## src/rtl/agu_modaddr.sv

```systemverilog
module agu_modaddr #(
  parameter int AW      = 32,
  parameter int NW      = 5,
  parameter int BS0_LSB = 16,
  parameter int BS1_LSB = 21
) (
  input  logic          clk,
  input  logic          rst_n,
  input  logic          req_valid,
  input  logic [4:0]    base_sel,
  input  logic [AW-1:0] base_val,
  input  logic [AW-1:0] ofs_val,
  input  logic [1:0]    acc_size,
  input  logic [31:0]   mode_ctl,
  output logic          addr_valid,
  output logic [AW-1:0] addr,
  output logic          circ_used
);
  localparam logic [NW-1:0] TOP = NW'(AW-1);

  logic          elig;
  logic [2:0]    fidx;
  logic [1:0]    fld;
  logic          use_circ;
  logic [NW-1:0] nsz;
  logic [AW-1:0] sofs, sum, mask, nxt;

  assign elig     = (base_sel[3:2] == 2'b01);
  assign fidx     = {base_sel[4], base_sel[1:0]};
  assign fld      = mode_ctl[{fidx, 1'b0} +: 2];
  assign use_circ = elig && (fld == 2'b01 || fld == 2'b10);
  assign nsz      = fld[1] ? mode_ctl[BS1_LSB +: NW] : mode_ctl[BS0_LSB +: NW];
  assign sofs     = ofs_val << acc_size;
  assign sum      = base_val + sofs;
  assign mask     = {AW{1'b1}} >> (TOP - nsz);
  assign nxt      = use_circ ? ((base_val & ~mask) | (sum & mask)) : sum;

  always_ff @(posedge clk) begin
    if (!rst_n) begin
      addr_valid <= 1'b0;
      addr       <= '0;
      circ_used  <= 1'b0;
    end else begin
      addr_valid <= req_valid;
      if (req_valid) begin
        addr      <= nxt;
        circ_used <= use_circ;
      end
    end
  end
endmodule

```

## config.mk

```make
export PLATFORM = sky130hd
export DESIGN_NAME = agu_modaddr
export DESIGN_NICKNAME = d
export VERILOG_FILES = /design/src/rtl/agu_modaddr.sv
export SDC_FILE = /design/constraint.sdc
export NUM_CORES = 1
export LEC_CHECK = 0
export BUFFER_PORTS_ARGS = -buffer_cell sky130_fd_sc_hd__clkbuf_2
export CORE_ASPECT_RATIO = 2
export CORE_MARGIN = 3
export CORE_UTILIZATION = 53
export CTS_CLUSTER_SIZE = 8
export DETAILED_ROUTE_END_ITERATION = 10
export GPL_ROUTABILITY_DRIVEN = 1
export GPL_TIMING_DRIVEN = 0
export PLACE_DENSITY = 0.93
export SKIP_LAST_GASP = 1
export SYNTH_ARGS = -nofsm -noshare
export SYNTH_HDL_FRONTEND = slang
export SYNTH_SLANG_ARGS = --single-unit
```

## constraint.sdc

```tcl
create_clock -name clk -period 5.47 [get_ports clk]
set_input_delay 0.2735 -clock clk [delete_from_list [all_inputs] [get_ports clk]]
set_output_delay 0.2735 -clock clk [all_outputs]
set_load 0.02 [all_outputs]
```

==> reports/metrics.yaml <==
job:
  cap_viol_max_count: 0
cts:
  numCtsBuffers: 5
  cts.path.max_buffers: 2
  clk_transition_reported_paths_ns: 0.06
  cts_hold_repair.buffers: 0
  ctsRootBufferMaster: "clkbuf_16"
  cts.sink_count: 34
  clock_network_latency_to_the_later_pin_of_the_worst_skew_pair_ns: 0.29
  h-tree-depth: 2
  tritoncts_clock_tree: "yes"
grt:
  grt_antenna_before_repair: 0
  pin_count_of_the_biggest_net_entering_global_routing: 11
  number_of_global_route_vias_before_repair: 5184
  grtUsageTotal_pct: 34.2
  globalRoute.totalOverflow: 0
  first_pass_grt_wire_length_um: 25100
power:
  vdd_ir_drop_max_mv: 0.167
  static_leak_uw: 0.00230
  total_power_uw: 1230
  pwr_density_cell_nw_per_um2: 235
route:
  drt_wl_total_um: 16000
  drt-vias-per-instance: 6.81
  drtPass1Iterations: 5
  vias: 5051
  number_of_drc_markers_after_the_initial_detailed_route_iteration: 385
  final_routed_drc_violation_total: 0
  drt.antenna.violating_nets: 0
  routed_wire_length_per_instance_um: 21.5
placement:
  placement.setup.worst_slack_ns: 0.0801
  post-dp-hpwl_um: 13000
  dpl-instance-area_um2: 5070
  dp.cells: 735
  finalWeightedCongestion: 0.992
  io_buffer_count: 130
cells_and_area:
  diodes: 0
  multiInputGateArea_um2: 3490
  syn_to_final_growth_pct: 21.2
  fillers: 638
  mostFrequentLayoutCells: "131 x clkbuf_2, 57 x a21oi_1, 34 x o21ai_0, 34 x dfxtp_1, 33 x nand2_1"
  finalInstanceArea_um2: 5210
  fin_nets: 786
  layout.cells.most_common: "clkbuf_2"
  stdcell_count: 742
  area.sequential_um2: 681
  drive_above_1_share_pct: 28.4
worst_setup_path:
  r2r_cells: 3
  endpoint_kind: "flip-flop"
  worstSetupPathType: "in2reg"
  critPathMaxFanout: 10
  timing.critical_path.required_ns: 5.67
  critical_path_launch_point_type: "primary input"
  crit_arrival_ns: 5.01
synth:
  total_nets_after_synthesis: 649
  top_flip_flop_cell_by_instance_count_after_synthesis: "dfxtp_1"
  synth_cells: 511
  synth-seq-area-share_pct: 15.8
  synthesis.area_um2: 4300
  yosys_warning_count: 0
  syn_area_per_cell_um2: 8.42
  ys_seq_elements: 34
  netlist_cell_types: 63
  synth_edf_count: 0
  async_reset_ff_share_pct: 0
min_path:
  holdPathStages: 3
  hold_path.class: "in2reg"
timing:
  timing.final.setup_violations: 0
  final.setup.worst_slack_ns: 0.661
  rsz_0062_raised_after_global_routing: "no"
  layout_worst_path_cycle_share_pct: 87.9
  clock.fmax_ghz: 0.208
  worst_slew_margin_rel_pct: 41.8
  finClkSkew_ns: 0
  post-route-min-period_ns: 4.81
  finalHoldViolations: 0
  worst_pin_slew_ns: 0.851
  totalNegativeSetupSlack_ns: 0
  finalMaxSlewViolations: 0
die:
  floorplan.die.height_um: 133
  dieArea_um2: 9300
  io-pin-count: 140
  dieWidth_um: 69.7
  start_util_pct: 55.8
  core_region_area_um2: 7710
  fp-row-count: 45
run_status:
  status: "complete, no violations"
-- layout make-up --
cell class                      instances  area share, %
Multi-Input combinational cell        442           66.9
Sequential cell                        34           13.1
Timing Repair Buffer                  130           12.5
Clock buffer                            5           2.40
Tap cell                               94           2.26
Buffer                                 24           1.87
Inverter                               11          0.792
Clock inverter                          2          0.192
-- repair_timing --
item | CTS | global route
endpoints found under the hold margin | 0 | 0
setup endpoints to repair | 0 | 2
setup buffers | 0 | 0
resized for setup | 0 | 3
-- power by group --
group / internal [uW] / switching (uW) / total, uW
registers: 279 / 17.6 / 296
logic: 262 / 384 / 646
clock network: 165 / 119 / 283
total: 706 / 520 / 1230
-- metrics by stage --
step | util, % | hold WS (ns)
after global routing | 67.6 | 0.301
after global placement | 65.7 | 0.478
after floorplan | - | 0.440
after detailed placement | 65.7 | 0.489
after CTS | 67.5 | 0.280
final | 67.6 | 0.292
-- synthesized netlist by cell type, types with 7 or more instances --
| cell | number | share of area, % |
|---|---|---|
| a21o_1 | 11 | 1.9 |
| xor2_1 | 9 | 1.8 |
| a211oi_1 | 8 | 1.4 |
| dfxtp_1 | 34 | 16 |
| o21ai_1 | 22 | 2.6 |
| mux2i_1 | 28 | 6.5 |
| nand3_1 | 25 | 2.9 |
| o21bai_1 | 8 | 1.4 |
| xnor2_1 | 14 | 2.9 |
| clkbuf_1 | 19 | 1.7 |
| o21ai_0 | 34 | 4.0 |
| or3_1 | 7 | 1.0 |
| inv_1 | 10 | 0.87 |
| nor3_1 | 10 | 1.2 |
| a21oi_1 | 57 | 6.6 |
| mux4_2 | 28 | 15 |
| nand2_1 | 33 | 2.9 |
| nor2_1 | 28 | 2.4 |
| ha_1 | 31 | 9.0 |
| a31oi_1 | 8 | 1.2 |
-- worst paths after layout --
check | start | end | slack [ns]
max | acc_size[0] | addr[31] | 0.66
max reg2reg | addr[30] | addr[30] | 4.47
min reg2reg | addr[7] | addr[7] | 0.50
min | base_val[10] | addr[10] | 0.29
-- layer usage --
layer | track usage, % | wire length (um)
met1 | 33.2 | 5180
met2 | 63.6 | 8490
met3 | 4.31 | 979
met4 | 26.8 | 1310
met5 | 0 | 0
-- logic make-up after synthesis --
| kind of cell | Yosys count | synth area share, % |
|---|---|---|
| fa+ha+maj | 32 | 9.48 |
| buf+inv | 35 | 3.20 |
| simple gates | 132 | 15.3 |
| flops | 34 | 15.8 |
| xor+xnor | 23 | 4.68 |
| mux | 63 | 23.3 |
| compound gates | 192 | 28.1 |
-- registers in the layout, indices dropped and copies added, names as in the netlist --
name,flops
circ_used,1
addr,32
addr_valid,1
-- worst max-delay path: stages --
cell      delay (ns)
clkbuf_1        0.52
clkbuf_2        0.48
clkbuf_1        0.50
mux2i_1         0.25
nor2_1          0.09
ha_1            0.34
a211oi_1        0.33
o21bai_1        0.19
a221oi_2        0.53
o21ai_1         0.30
o41ai_2         0.56
o21ai_1         0.25
mux2i_1         0.17
nor3_1          0.21
Power figures use the tool's default switching activity.
